## src/rtl/xsd_pkg.sv

```systemverilog
package xsd_pkg;
  localparam int WORD_W = 32;
  localparam int IDX_W  = 4;

  typedef enum logic [2:0] {ST_IDLE, ST_WRITE, ST_RESP, ST_WB, ST_DONE} xsd_state_e;
  typedef enum logic [2:0] {CL_SKIP, CL_UNDEF, CL_FAIL, CL_ALIGN, CL_WRITE} xsd_class_e;
  typedef enum logic [1:0] {FK_NONE, FK_UNDEF, FK_ALIGN, FK_ABORT} xsd_fin_e;

  typedef struct packed {
    logic [IDX_W-1:0] rd;
    logic [IDX_W-1:0] rt;
    logic [IDX_W-1:0] rt2;
    logic [IDX_W-1:0] rn;
    logic             illegal;
  } xsd_fields_t;
endpackage

```

## src/rtl/xsd_decode.sv

```systemverilog
module xsd_decode
  import xsd_pkg::*;
(
  input  logic [31:0]  instr,
  input  logic         pair_enc,
  output xsd_fields_t  f
);
  localparam logic [IDX_W-1:0] PC_IDX = '1;
  localparam int NSRC = 3;

  xsd_fields_t fx_f, hp_f, sel_f;
  logic fx_ok, hp_ok, fx_pc, hp_pc;
  logic [IDX_W-1:0] src [NSRC];
  logic [NSRC-1:0] clash;

  always_comb begin
    fx_f         = '0;
    fx_f.rn      = instr[19:16];
    fx_f.rd      = instr[15:12];
    fx_f.rt      = instr[3:0];
    fx_f.rt2     = instr[3:0] + IDX_W'(1);
    hp_f         = '0;
    hp_f.rn      = instr[19:16];
    hp_f.rt      = instr[15:12];
    hp_f.rt2     = instr[11:8];
    hp_f.rd      = instr[3:0];
  end

  // fixed-width form: bits 11:10 are left unchecked
  assign fx_ok = (instr[31:28] != 4'hF) && (instr[27:20] == 8'h1A) &&
                 (instr[9:8] == 2'b10) && (instr[7:4] == 4'b1001);
  assign hp_ok = (instr[31:20] == 12'hE8C) && (instr[7:4] == 4'hF);

  assign fx_pc = fx_f.rt[0] || (fx_f.rt2 == PC_IDX) || (fx_f.rd == PC_IDX) ||
                 (fx_f.rn == PC_IDX);
  assign hp_pc = (hp_f.rt == PC_IDX) || (hp_f.rt2 == PC_IDX) ||
                 (hp_f.rd == PC_IDX) || (hp_f.rn == PC_IDX);

  assign sel_f  = pair_enc ? hp_f : fx_f;
  assign src[0] = sel_f.rn;
  assign src[1] = sel_f.rt;
  assign src[2] = sel_f.rt2;

  for (genvar i = 0; i < NSRC; i++) begin : g_clash
    assign clash[i] = (sel_f.rd == src[i]);
  end

  always_comb begin
    f         = sel_f;
    f.illegal = (pair_enc ? (!hp_ok || hp_pc) : (!fx_ok || fx_pc)) || (|clash);
  end
endmodule

```

## src/rtl/xsd_pack.sv

```systemverilog
module xsd_pack #(
  parameter int WORD_W = 32
) (
  input  logic [WORD_W-1:0]   first_w,
  input  logic [WORD_W-1:0]   second_w,
  input  logic                big,
  output logic [2*WORD_W-1:0] dword
);
  localparam int LANES = 2;

  // lane 0 is the low half of the doubleword
  for (genvar l = 0; l < LANES; l++) begin : g_lane
    assign dword[l*WORD_W +: WORD_W] = ((l == 0) != big) ? first_w : second_w;
  end
endmodule

```

## src/rtl/xsd_ctrl.sv

```systemverilog
module xsd_ctrl
  import xsd_pkg::*;
(
  input  logic       clk,
  input  logic       rst_n,
  input  logic       accept,
  input  xsd_class_e cls,
  input  logic       mem_wready,
  input  logic       mem_bvalid,
  input  logic       mem_babort,
  output logic       idle,
  output logic       mem_wvalid,
  output logic       wb_valid,
  output logic       wb_fail,
  output logic       done,
  output logic       undef_o,
  output logic       align_o,
  output logic       abort_o
);
  xsd_state_e st, st_n;
  xsd_fin_e   fin_q, fin_n;
  logic       fail_q, fail_n;

  always_comb begin
    st_n   = st;
    fin_n  = fin_q;
    fail_n = fail_q;
    unique case (st)
      ST_IDLE: if (accept) begin
        fin_n  = FK_NONE;
        fail_n = 1'b0;
        case (cls)
          CL_SKIP:  st_n = ST_DONE;
          CL_UNDEF: begin st_n = ST_DONE; fin_n = FK_UNDEF; end
          CL_ALIGN: begin st_n = ST_DONE; fin_n = FK_ALIGN; end
          CL_FAIL:  begin st_n = ST_WB;   fail_n = 1'b1;    end
          default:  st_n = ST_WRITE;
        endcase
      end
      ST_WRITE: if (mem_wready) st_n = ST_RESP;
      ST_RESP: if (mem_bvalid) begin
        if (mem_babort) begin
          st_n  = ST_DONE;
          fin_n = FK_ABORT;
        end else begin
          st_n = ST_WB;
        end
      end
      ST_WB:   st_n = ST_DONE;
      ST_DONE: st_n = ST_IDLE;
      default: st_n = ST_IDLE;
    endcase
  end

  always_ff @(posedge clk or negedge rst_n) begin
    if (!rst_n) begin
      st     <= ST_IDLE;
      fin_q  <= FK_NONE;
      fail_q <= 1'b0;
    end else begin
      st     <= st_n;
      fin_q  <= fin_n;
      fail_q <= fail_n;
    end
  end

  assign idle       = (st == ST_IDLE);
  assign mem_wvalid = (st == ST_WRITE);
  assign wb_valid   = (st == ST_WB);
  assign wb_fail    = fail_q;
  assign done       = (st == ST_DONE);
  assign undef_o    = done && (fin_q == FK_UNDEF);
  assign align_o    = done && (fin_q == FK_ALIGN);
  assign abort_o    = done && (fin_q == FK_ABORT);
endmodule

```

## src/rtl/xstore_dw_unit.sv

```systemverilog
module xstore_dw_unit
  import xsd_pkg::*;
#(
  parameter int WORD_W = xsd_pkg::WORD_W
) (
  input  logic                clk,
  input  logic                rst_n,
  input  logic                req_valid,
  output logic                req_ready,
  input  logic [31:0]         req_instr,
  input  logic                req_pair_enc,
  input  logic                req_cond_pass,
  input  logic                req_big_endian,
  output logic [IDX_W-1:0]    rf_base_idx,
  output logic [IDX_W-1:0]    rf_lo_idx,
  output logic [IDX_W-1:0]    rf_hi_idx,
  input  logic [WORD_W-1:0]   rf_base_data,
  input  logic [WORD_W-1:0]   rf_lo_data,
  input  logic [WORD_W-1:0]   rf_hi_data,
  input  logic                mon_pass,
  output logic                mem_wvalid,
  input  logic                mem_wready,
  output logic [WORD_W-1:0]   mem_waddr,
  output logic [2*WORD_W-1:0] mem_wdata,
  input  logic                mem_bvalid,
  input  logic                mem_babort,
  output logic                wb_valid,
  output logic [IDX_W-1:0]    wb_idx,
  output logic [WORD_W-1:0]   wb_data,
  output logic                done,
  output logic                busy,
  output logic                undef_instr,
  output logic                align_fault,
  output logic                data_abort
);
  localparam int ALIGN_W = $clog2(WORD_W / 8);

  xsd_fields_t           fld;
  xsd_class_e            cls;
  logic                  accept, idle, misaligned, wb_fail;
  logic [2*WORD_W-1:0]   dword_n, data_q;
  logic [WORD_W-1:0]     addr_q;
  logic [IDX_W-1:0]      rd_q;

  xsd_decode u_dec (
    .instr    (req_instr),
    .pair_enc (req_pair_enc),
    .f        (fld)
  );

  assign rf_base_idx = fld.rn;
  assign rf_lo_idx   = fld.rt;
  assign rf_hi_idx   = fld.rt2;

  xsd_pack #(.WORD_W(WORD_W)) u_pack (
    .first_w  (rf_lo_data),
    .second_w (rf_hi_data),
    .big      (req_big_endian),
    .dword    (dword_n)
  );

  assign req_ready  = idle;
  assign accept     = req_valid && idle;
  assign misaligned = |rf_base_data[ALIGN_W-1:0];

  // outcome priority: condition, legality, monitor verdict, alignment
  always_comb begin
    if (!req_cond_pass)    cls = CL_SKIP;
    else if (fld.illegal)  cls = CL_UNDEF;
    else if (!mon_pass)    cls = CL_FAIL;
    else if (misaligned)   cls = CL_ALIGN;
    else                   cls = CL_WRITE;
  end

  always_ff @(posedge clk or negedge rst_n) begin
    if (!rst_n) begin
      rd_q   <= '0;
      addr_q <= '0;
      data_q <= '0;
    end else if (accept) begin
      rd_q   <= fld.rd;
      addr_q <= rf_base_data;
      data_q <= dword_n;
    end
  end

  xsd_ctrl u_ctrl (
    .clk        (clk),
    .rst_n      (rst_n),
    .accept     (accept),
    .cls        (cls),
    .mem_wready (mem_wready),
    .mem_bvalid (mem_bvalid),
    .mem_babort (mem_babort),
    .idle       (idle),
    .mem_wvalid (mem_wvalid),
    .wb_valid   (wb_valid),
    .wb_fail    (wb_fail),
    .done       (done),
    .undef_o    (undef_instr),
    .align_o    (align_fault),
    .abort_o    (data_abort)
  );

  assign mem_waddr = addr_q;
  assign mem_wdata = data_q;
  assign wb_idx    = rd_q;
  assign wb_data   = {{(WORD_W-1){1'b0}}, wb_fail};
  assign busy      = !idle;
endmodule

```

## config.mk

```make
export PLATFORM = sky130hd
export DESIGN_NAME = xstore_dw_unit
export DESIGN_NICKNAME = d
export VERILOG_FILES = /design/src/rtl/xsd_pkg.sv /design/src/rtl/xsd_decode.sv /design/src/rtl/xsd_pack.sv /design/src/rtl/xsd_ctrl.sv /design/src/rtl/xstore_dw_unit.sv
export SDC_FILE = /design/constraint.sdc
export NUM_CORES = 1
export LEC_CHECK = 0
export BUFFER_PORTS_ARGS = -buffer_cell sky130_fd_sc_hd__buf_2
export CELL_PAD_IN_SITES_DETAIL_PLACEMENT = 1
export CELL_PAD_IN_SITES_GLOBAL_PLACEMENT = 1
export CORE_MARGIN = 5
export CORE_UTILIZATION = 29
export DETAILED_ROUTE_END_ITERATION = 10
export GPL_TIMING_DRIVEN = 0
export PLACE_DENSITY_LB_ADDON = 0.1
export SLEW_MARGIN = 20
export SYNTH_ARGS = -nofsm -noshare
export SYNTH_HDL_FRONTEND = slang
export SYNTH_SLANG_ARGS = --single-unit
```

## constraint.sdc

```tcl
create_clock -name clk -period 1.7 [get_ports clk]
set_clock_uncertainty 0.05 [all_clocks]
set_input_delay 0.085 -clock clk [delete_from_list [all_inputs] [get_ports clk]]
set_output_delay 0.085 -clock clk [all_outputs]
set_load 0.05 [all_outputs]
```

# == Word level (Yosys, flattened, before mapping) ==
# Cells that the tools add are included.
# op_classes
add_sub_neg,1
n_eq_ne,28
mux,20
n_reduce_logical,29
# ops
op,n
2-to-1 mux 32 bit,2
"equality test 4 bit, second input constant",7
2-to-1 mux 3 bit,8
2-to-1 mux 17 bit,1
"equality test 12 bit, second input constant",1
"equality test 3 x 2 -> 1 bit, second input constant",4
equality test 4 bit,3
case mux 3 bit (4 select lines),1
logical OR 1 bit,9
"equality test 8 x 5 -> 1 bit, second input constant",1
logical AND 1 bit,8
case mux 2 bit (2 select lines),2
"equality test 2 bit, second input constant",3
"equality test 3 x 1 -> 1 bit, second input constant",2
zero test 3 bit,2
2-to-1 mux 2 bit,3
"!= test 2 bit, second input constant",3
case mux 3 bit (2 select lines),1
OR reduction 3 bit,2
"adder 4 x 1 -> 4 bit, second input constant",1
"!= test 4 bit, second input constant",1
AND reduction 4 bit,1
"equality test 3 bit, second input constant",1
zero test 1 bit,3
other kinds (7),8
# totals
ff_bits,106
out_inout_bits,152
word_cells,84

# == Longest topological paths before layout ==
# Gate-level depths: netlist (run 1).
# logic_depth
ltp_word,15
ltp_mapped,8
mapped_depth_nobuf,7

# == By module ==
# From an unflattened synthesis (run 1), not the netlist that was laid out.
# unflattened
hier_cells,445
area_unflattened_um2,6160.9
# modules_own_cells
module,n_inst,cells_each,area_each_um2,seq_area_each_um2
xstore_dw_unit,1,253,4055.1,2502.4
xsd_pack,1,71,1077.3,0.0
xsd_decode,1,75,599.3,0.0
xsd_ctrl,1,46,429.2,150.1

# == Least setup slack after synthesis (run 1) ==
# No wires, ideal clock.
# synth_timing
kind,flip-flop to output port
startpoint,register u_ctrl.st[1]
endpoint,output undef_instr
arrival_ns,2.655
setup_slack_ns,-1.090
path_stages_with_launch,5
path_buffers,1
cell_sequence,dfrtp_1 -> clkbuf_1 -> nor3b_1 -> nand2_1 -> nor2_1
# synth_via
elab_chain_len,2
# synth_lines
element,line_no,text
"start, declared",xsd_ctrl.sv:20,"xsd_state_e st, st_n;"
"start signal, assigned",xsd_ctrl.sv:61,st <= st_n;
equality test 3 bit,xsd_ctrl.sv:71,assign done = (st == ST_DONE);
net done,xstore_dw_unit.sv:30,"output logic done,"
logical AND 1 bit,xsd_ctrl.sv:72,assign undef_o = done && (fin_q == FK_UNDEF);
"end, declared",xstore_dw_unit.sv:32,"output logic undef_instr,"
# The timed path passes the listed nets, and every way through them passes these cells.

# == Worst setup path after layout (run 1) ==
# layout_timing
startpoint,register u_ctrl.st[0]
endpoint,output undef_instr
# layout_via
elab_chain_len,2
# layout_lines
element,line_no
equality test 3 bit,xsd_ctrl.sv:71
logical AND 1 bit,xsd_ctrl.sv:72
# Every way passes these cells.

==> results of run 1 <==
## report_power, final
part / internal (uW) / switching [uW] / total, uW
Combinational: 1440 / 3040 / 4480
Sequential: 2950 / 383 / 3340
Clock: 1230 / 964 / 2200
## cells in the mapped netlist (4+ instances only)
cell	number
a21oi_1	5
buf_2	11
buf_4	45
clkbuf_1	24
dfrtp_1	106
inv_1	5
mux2i_1	70
nand2_1	174
nand3_1	4
nand4_1	5
nor2_1	8
o21ai_0	73
xnor2_1	9
xor2_1	8
## sequential cells by signal, summed over array words and instances, names as in the netlist
signal / flops
u_ctrl.fin_q: 2
wb_idx: 4
u_ctrl.st: 3
mem_wdata: 64
u_ctrl.wb_fail: 1
mem_waddr: 32
## metal layers
metal,global-route usage [%],wire length [um]
met1,23.6,9470
met2,34.1,11800
met3,4.39,1300
met4,6.70,556
met5,0,0
## path summary, 6_finish.rpt
path	from	end	slack [ns]	cells after the start
worst max-delay path	u_ctrl.st[0]	undef_instr	-0.06	5
worst min-delay path	rf_lo_data[4]	mem_wdata[4]	0.003	3
worst max register to register	u_ctrl.st[0]	mem_wdata[51]	-0.06	6
worst min register to register	mem_waddr[4]	mem_waddr[4]	0.42	2
max in group asynchronous	rst_n	u_ctrl.st[2]	0.75	3
min in group asynchronous	rst_n	mem_wdata[12]	0.14	2
## cell type report
class / instances / area, um^2
clock buffers: 13 / 260
plain buffers: 78 / 741
repair buffers: 379 / 2700
multi-input cells: 436 / 3240
diodes: 1 / 2.50
clock inverters: 3 / 46.3
inverters: 6 / 26.3
fillers: 2137 / 8810
flip-flops and latches: 106 / 2650
well taps: 234 / 293
## critical path, delay by kind of cell, from the launching register on
family / cells / cell delay [ns]
buffers and inverters: 2 / 0.31
AND/OR/NAND/NOR: 3 / 0.54
flip-flops: 1 / 0.42
## logic make-up after synthesis
family | after synthesis | synth area share, %
multiplexers | 73 | 13.2
AO/OA/AOI/OAI | 98 | 10.4
adder cells (fa/ha/maj) | 2 | 0.451
other | 1 | 0.0676
XOR/XNOR | 17 | 2.68
AND/OR/NAND/NOR | 214 | 16.2
buffers and inverters | 86 | 9.11
flip-flops | 106 | 47.8
## through the flow
step / setup slack, ns / setup TNS [ns] / instances
after floorplan: -0.299 / -27.02 / 627
after global placement: -0.781 / -95.18 / 1115
after detailed placement: -0.516 / -17.28 / 1116
after CTS: -0.0801 / -5.11 / 1237
after global routing: -0.132 / -3.80 / 1255
final: -0.0579 / -0.431 / 1256
## repair_timing
action | CTS | global route
resized for setup | 113 | 176
cloned | 6 | 8
hold endpoints to repair | 190 | 0
buffers inserted | 8 | 11
pin swaps | 41 | 80
hold buffers | 92 | 0
endpoints found under the setup margin | 110 | 111
==> key figures, run 1 <==
Outcome
  • Status: finished with violations
  • Failing checks: setup timing

Power
  • Peak VDD IR: 0.000444 V
  • Pwr/cell area: 1010 nW/um^2
  • Leakage: 0.00517 uW
  • Total power: 10000 uW

Layout
  • Area delta synth->final: 79.6%
  • Final net count: 1156
  • Final core occ: 53.1%
  • Commonest non-fill, non-tap cell in the layout: buf_2
  • Most frequent cells in the layout: buf_2, dfrtp_1, dlygate4sd3_1
  • Share of layout cells above drive strength 1: 52.5%
  • Design area: 9960 um^2

Synthesis
  • Synth Cell Area: 5550 um^2
  • Post-Syn Instances: 597
  • Avg Inst Size Synth: 9.29 um^2
  • Post-synth EDFFs: 0
  • Post-synth ARST share: 100%
  • YS warnings: 0
  • Largest cells by area after synthesis: dfrtp_1, mux2i_1, nand2_1, o21ai_0, buf_4
  • Synth Register Bits: 106
  • Yosys top cell area share: 47.8%
  • Register area share after synthesis: 47.8%
  • Synth unique cells: 47
  • Top_reg_cell synth: dfrtp_1
  • Synth area leader: dfrtp_1

Run
  • Max Cap Viol: 0

STA
  • Part of the cycle the worst path needs: 103%
  • Fin worst setup slack: -0.0579 ns
  • Worst hold slack: 0.00253 ns
  • Hold Fails Final Rpt: 0
  • Fin. max-slew vios: 0
  • Setup violators final: 22
  • Worst-margin pin slew: 0.853 ns
  • F_max: 569 MHz
  • RSZ-0062 raised after global routing: true
  • Rel. slew slack: 43.2%
  • Final Critical Period: 1.76 ns

Global routing
  • Antenna violations before repair: 0
  • Number of global-route vias before repair: 6617
  • First-pass GRT wire length: 34500 um
  • GRT Total Usage: 19.5%
  • Total gr overflow: 0
  • Largest net degree at the start of global routing: 78

Worst setup path
  • Worst EP required: 1.56 ns
  • Slowest cell on the critical path: dfrtp_1
  • CP Cell Sequence: buf_6, nor3b_4, nand2_1, nor2_2, buf_6
  • CP arrival: 1.62 ns
  • Most frequent CP cell: buf_6
  • Critical path class: register to primary output
  • Startpoint type of the worst setup path: register
  • CP max stage delay: 0.42 ns
  • Worst-path maximum fanout: 4
  • Nature of the critical path endpoint: primary output

CTS
  • Root Driver: clkbuf_16
  • TritonCTS clock tree: built
  • Clock tree buffer depth: 2
  • Maximum level of the CTS H-tree: 3
  • Worst-Skew Late Latency: 0.34 ns
  • CTS buffer count: 9
  • CTS Sinks: 106
  • CTS clock-pin slew for the worst setup and hold paths: 0.07 ns

Placement
  • DPL Wire Length: 15800 um
  • IO Port Bufs: 254
  • Routability Congestion: 0.800
  • Placed cell area: 7410 um^2

Floorplan
  • IO Pins: 290
  • Core area: 18800 um^2
  • # rows: 50
  • Starting density of the core: 29.6%
  • Die span in x: 148 um
  • Die ar.: 22000 um^2
  • Die Y: 148 um

Drt
  • Post-Route WL: 23100 um
  • # DRC: 0
  • Post-route antenna net violation count: 0
  • Via Count: 5925
  • Number of vias per cell: 4.72
  • Detailed-route wire length per cell: 18.4 um
  • Iter 0 DRT Violations: 175
  • Drt pass-1 iters: 4

Worst hold path
  • Class of the worst hold path: input port to register
Note: power is estimated with default switching activity, not from simulation.
==> run 2: changes to the inputs <==
Clock period 1.7 ns to 1.6 ns, I/O delays scaled along.
==> key figures, run 2 (synthesis gave the netlist of run 1 again) <==
Outcome
  • Status: finished with violations
  • Failing checks: setup timing

Floorplan
  • Core area: 18800 um^2
  • Starting density of the core: 29.6%
  • Die span in x: 148 um
  • Die Y: 148 um
  • Die ar.: 22000 um^2
  • # rows: 50
  • IO Pins: 290

Drt
  • # DRC: 0
  • Drt pass-1 iters: 4
  • Post-route antenna net violation count: 0
  • Detailed-route wire length per cell: 18.2 um
  • Post-Route WL: 22700 um
  • Number of vias per cell: 4.64
  • Via Count: 5812
  • Iter 0 DRT Violations: 144

STA
  • RSZ-0062 raised after global routing: true
  • Rel. slew slack: 46.2%
  • Fin. max-slew vios: 0
  • Hold Fails Final Rpt: 0
  • F_max: 583 MHz
  • Part of the cycle the worst path needs: 107%
  • Final Critical Period: 1.71 ns
  • Fin worst setup slack: -0.114 ns
  • Setup violators final: 110
  • Worst-margin pin slew: 0.807 ns
  • Worst hold slack: 0.00581 ns

Worst setup path
  • Most frequent CP cell: clkbuf_16
  • Worst EP required: 1.78 ns
  • Worst-path maximum fanout: 7
  • RR Startpoint: u_ctrl.st[0]
  • Worst path top cell family by delay: simple AND/OR/NAND/NOR gates
  • CP max stage delay: 0.42 ns
  • Slowest cell on the critical path: or3_4
  • Nature of the critical path endpoint: register
  • R2R Setup Slk: -0.11 ns
  • CP arrival: 1.90 ns
  • Buf+Inv Stages, Crit Path: 3
  • Reg2reg path depth: 7
  • Crit path depth: 7
  • Startpoint type of the worst setup path: register
  • Worst R2R End: mem_waddr[4]
  • CP Cell Sequence: or3_4, clkinvlp_4, nand2_8, clkbuf_16, clkbuf_16, nand2_2, nand2_1
  • Critical path class: register to register

Worst hold path
  • Min-delay src: rf_lo_data[14]
  • Class of the worst hold path: input port to register
  • Hold depth: 3
  • Hold EP: mem_wdata[14]

Power
  • Peak VDD IR: 0.000462 V
  • Pwr/cell area: 1060 nW/um^2
  • Leakage: 0.00493 uW

CTS
  • Maximum level of the CTS H-tree: 3
  • Root Driver: clkbuf_16
  • CTS buffer count: 9
  • TritonCTS clock tree: built
  • CTS clock-pin slew for the worst setup and hold paths: 0.07 ns
  • Clock tree buffer depth: 2
  • CTS Sinks: 106
  • Worst-Skew Late Latency: 0.34 ns

Layout
  • Max reg flops: 64
  • Final core occ: 50.5%
  • Area delta synth->final: 71.0%
  • Layout fillers: 2210
  • Commonest non-fill, non-tap cell in the layout: buf_2
  • Final net count: 1152
  • Most frequent cells in the layout: buf_2, nand2_1, dfrtp_1
  • Share of layout cells above drive strength 1: 45.4%

Global routing
  • Total gr overflow: 0
  • GRT Total Usage: 19.5%
  • Largest net degree at the start of global routing: 63
  • Antenna violations before repair: 1
  • First-pass GRT wire length: 34100 um
  • Number of global-route vias before repair: 6413

Placement
  • Routability Congestion: 0.794
  • DPL Wire Length: 15700 um
  • IO Port Bufs: 254

Run
  • Max Cap Viol: 0
==> run 2: cell types whose count changed in the layout (fill, tap and decap cells not counted), sizes merged <==
cell / before / now
dlygate4sd3: 92 / 95
buf: 344 / 339
clkinv: 1 / 3
diode: 1 / 2
clkbuf: 34 / 31
bufinv: 1 / 0
inv: 5 / 4
==> run 2: cell type report <==
class | count | area [um^2] | share of cell area, %
buffer | 79 | 777 | 8.19
timing repair buffer | 374 | 2600 | 27.4
clock buffer | 12 | 236 | 2.49
sequential | 106 | 2650 | 28.0
tap | 234 | 293 | 3.09
clock inverter | 3 | 17.5 | 0.185
inverter | 6 | 27.5 | 0.290
multi-input combinational | 436 | 2870 | 30.3
antenna | 2 | 5.00 | 0.0528
==> run 2: metrics by stage <==
stage	setup TNS [ns]	std cells	power [uW]	setup slack, ns	instance area [um^2]
6_report	-7.30	1252	10100	-0.114	9490
5_1_grt	-14.83	1251	10500	-0.180	9480
3_3_place_gp	-117.78	1115	7260	-0.894	7390
3_5_place_dp	-27.12	1116	7360	-0.416	7430
2_1_floorplan	-37.58	627	6200	-0.399	5830
4_1_cts	-17.76	1240	9780	-0.201	9010
==> run 2: how the worst max path moves through the flow <==
stage | startpoint | to | slack, ns
after floorplan | u_ctrl.st[0] | mem_waddr[0] | -0.40
after global placement | rst_n | mem_waddr[30] | -0.89
after detailed placement | req_instr[0] | u_ctrl.st[0] | -0.42
after CTS | u_ctrl.st[0] | mem_wdata[14] | -0.20
after global routing | u_ctrl.st[0] | mem_waddr[4] | -0.18
final | u_ctrl.st[0] | mem_waddr[4] | -0.11
==> run 2: power breakdown <==
group / total (uW) / internal, uW / switching [uW]
sequential: 3450 / 3140 / 316
combinational: 4560 / 1420 / 3150
clock: 2040 / 1050 / 991
total: 10100 / 5600 / 4460
==> run 2: worst min-delay path, stage by stage <==
cell	delay, ns
buf_2	0.09
mux2i_1	0.07
o21ai_2	0.13
==> run 2: layer usage <==
layer,wire length [um],global-route usage [%],vias up
met2,11800,35.0,191
met3,1100,3.93,32
met4,533,6.28,0
li1,-,-,2774
met1,9330,23.4,2815
met5,0,0,-
==> run 2: timing repair <==
action                                 4_1_cts  5_1_grt
gates cloned                                 5        6
setup endpoints to repair                  112      112
setup buffers                                9        5
endpoints found under the hold margin      125        0
pin swaps                                    4       27
hold buffers                                95        0
resized for setup                           48      127
==> run 3: changes to the inputs <==
Settings changed: ABC_AREA from default to 1, CORE_UTILIZATION 29 to 28, MAX_ROUTING_LAYER from default to met4.
==> key figures, run 3 <==
Worst setup path
  • Startpoint type of the worst setup path: register
  • Worst-path maximum fanout: 7
  • Critical path class: register to register
  • Worst EP required: 1.84 ns
  • Nature of the critical path endpoint: register
  • CP arrival: 2.12 ns
  • R2R Setup Slk: -0.28 ns

Global routing
  • Met3 usage: 3.53%
  • Number of global-route vias before repair: 6867
  • Antenna violations before repair: 1
  • Total gr overflow: 0
  • Largest net degree at the start of global routing: 71
  • GRT Total Usage: 19.0%
  • First-pass GRT wire length: 35700 um
  • GR Util met2: 31.2%
  • Met1 Use GR: 24.7%
  • GRT busiest layer: met2

Placement
  • IO Port Bufs: 257
  • DPL Wire Length: 17100 um
  • Routability Congestion: 0.823
  • Worst slack at placement: -0.480 ns
  • Placed cell area: 7710 um^2

CTS
  • Maximum level of the CTS H-tree: 3
  • TritonCTS clock tree: built
  • Root Driver: clkbuf_16
  • Worst-Skew Late Latency: 0.35 ns
  • Clock tree buffer depth: 2
  • CTS Sinks: 106
  • CTS buffer count: 9
  • CTS clock-pin slew for the worst setup and hold paths: 0.08 ns

Synthesis
  • Top_reg_cell synth: dfrtp_1
  • Largest cells by area after synthesis: dfrtp_1, nand2_1, buf_4, o21ai_0, inv_1
  • Post-synthesis adder-cell area fraction: 0.425%
  • Synth unique cells: 30
  • Post-synth ARST share: 100%
  • Count leader, synth: nand2_1
  • Synth area leader: dfrtp_1
  • Avg Inst Size Synth: 7.09 um^2
  • Main combinational cell family by area after synthesis: simple AND/OR/NAND/NOR gates
  • YS warnings: 0
  • Post-synth EDFFs: 0
  • Compound-gate portion of the synthesized area: 9.82%
  • Mux contribution to synthesized area: 0%
  • Yosys top cell area share: 45.0%
  • Synth Register Bits: 106
  • Register area share after synthesis: 45.0%
  • Synth Cell Area: 5890 um^2
  • Synth Area in Simple Gates: 29.6%
  • Synth Area in XOR/XNOR: 0.595%
  • Post-Syn Instances: 830
  • Top cells by count, synth: nand2_1, dfrtp_1, o21ai_0

STA
  • Fin Setup TNS: -23.20 ns
  • F_max: 532 MHz
  • Final Critical Period: 1.88 ns
  • Fin. max-slew vios: 0
  • Worst-margin pin slew: 0.580 ns
  • Fin worst setup slack: -0.278 ns
  • RSZ-0062 raised after global routing: true
  • Rel. slew slack: 61.3%
  • Hold Fails Final Rpt: 0
  • Part of the cycle the worst path needs: 117%
  • Setup violators final: 107

Drt
  • Post-route antenna net violation count: 0
  • Detailed-route wire length per cell: 15.8 um
  • Via Count: 6496
  • Number of vias per cell: 4.38
  • # DRC: 0
  • Drt pass-1 iters: 4
  • Post-Route WL: 23400 um
  • Iter 0 DRT Violations: 188

Run
  • Max Cap Viol: 0

Layout
  • Design area: 9340 um^2
  • Max reg flops: 64
  • Area delta synth->final: 58.7%
  • Share of layout cells above drive strength 1: 38.7%
  • Final net count: 1343
  • Most frequent cells in the layout: nand2_1, buf_2, dfrtp_1
  • Commonest non-fill, non-tap cell in the layout: nand2_1

Outcome
  • Status: finished with violations
  • Failing checks: setup timing

Floorplan
  • # rows: 53
  • Die ar.: 24000 um^2
  • Starting density of the core: 28.2%
  • Die span in x: 155 um
  • IO Pins: 290
  • Core area: 20900 um^2
  • Die Y: 155 um

Worst hold path
  • Class of the worst hold path: input port to register

Power
  • Combinational power share: 66.1%
  • Leakage: 0.00526 uW
  • Total power: 21100 uW
  • Sw frac: 54.6%
  • Switching power: 11500 uW
  • Total internal power: 9590 uW
  • Clock power share: 10.6%
  • Pwr/cell area: 2260 nW/um^2
  • Seq pwr share: 23.4%
  • Peak VDD IR: 0.000887 V
==> run 3: cell count changes after synthesis, moves of 8 or more <==
cell and delta:
nand2_1 +205, mux2i_1 -70, inv_1 +65, o21ai_1 +30
nor2_1 +27, nand3_1 +9, xnor2_1 -9, clkbuf_1 -8
==> run 3: logic make-up after synthesis <==
kind of cell             count (synthesis)
AND/OR/NAND/NOR                        447
buffers and inverters                  157
AO/OA/AOI/OAI                          113
flip-flops                             106
XOR/XNOR                                 4
adder cells (fa/ha/maj)                  2
other                                    1
==> run 3: power by group through the flow <==
stage / clock, uW / combinational, uW / sequential, uW
floorplan: 0 / 3990 / 9050
global placement: 0 / 11400 / 4730
detailed placement: 0 / 11500 / 4770
CTS: 2310 / 12800 / 4760
global route: 2420 / 14900 / 5100
finish: 2230 / 13900 / 4930
==> run 3: worst max-delay path, stage by stage (launching register included) <==
cell and delay (ns):
dfrtp_1 0.41, inv_2 0.06, nor2_2 0.09, nand2_2 0.09, or2_4 0.24, o21ai_2 0.06, inv_2 0.07, o21ai_4 0.07
nor2_4 0.08, inv_4 0.11, clkbuf_16 0.20, clkbuf_16 0.18, nand2_4 0.04, nand2_2 0.06
==> run 3: timing repair <==
item / CTS / global route
setup endpoints to repair: 106 / 113
setup buffers: 10 / 1
resized for setup: 62 / 102
hold endpoints to repair: 95 / 0
hold buffers: 57 / 0
pin swaps: 2 / 6
gates cloned: 3 / 4
==> run 3: layout make-up <==
type	count	area (um^2)
Sequential cell	106	2650
Buffer	82	698
Timing Repair Buffer	333	2190
Clock buffer	11	243
Multi-Input combinational cell	597	2880
Antenna cell	1	2.50
Fill cell	2624	11500
Tap cell	275	344
Inverter	74	284
Clock inverter	5	46.3
==> run 3: path summary, 6_finish.rpt <==
| kind | start | endpoint | depth (start not counted) |
|---|---|---|---|
| worst max register to register | u_ctrl.st[1] | mem_waddr[12] | 13 |
| min in group asynchronous | rst_n | mem_waddr[27] | 2 |
| worst min register to register | mem_wdata[4] | mem_wdata[4] | 2 |
| max in group asynchronous | rst_n | mem_wdata[47] | 3 |
| worst max-delay path | u_ctrl.st[1] | mem_waddr[12] | 13 |
| worst min-delay path | rf_hi_data[15] | mem_wdata[47] | 3 |
==> run 3: stage by stage <==
stage	hold WS (ns)	util, %	std cells
after global placement	0.233	36.7	1392
after detailed placement	-0.0309	36.9	1393
after CTS	0.000903	42.7	1479
final	0.00630	44.7	1484
after floorplan	-0.266	-	860
after global routing	0.0160	44.7	1484
==> run 3: per-layer routing <==
| metal | part of all wire (%) | vias to the layer above | routed length (um) |
|---|---|---|---|
| met5 | 0 | - | 0 |
| met4 | 1.3 | 0 | 310 |
| met3 | 5.5 | 17 | 1290 |
| met2 | 49 | 181 | 11400 |
| met1 | 45 | 3073 | 10500 |
| li1 | - | 3225 | - |
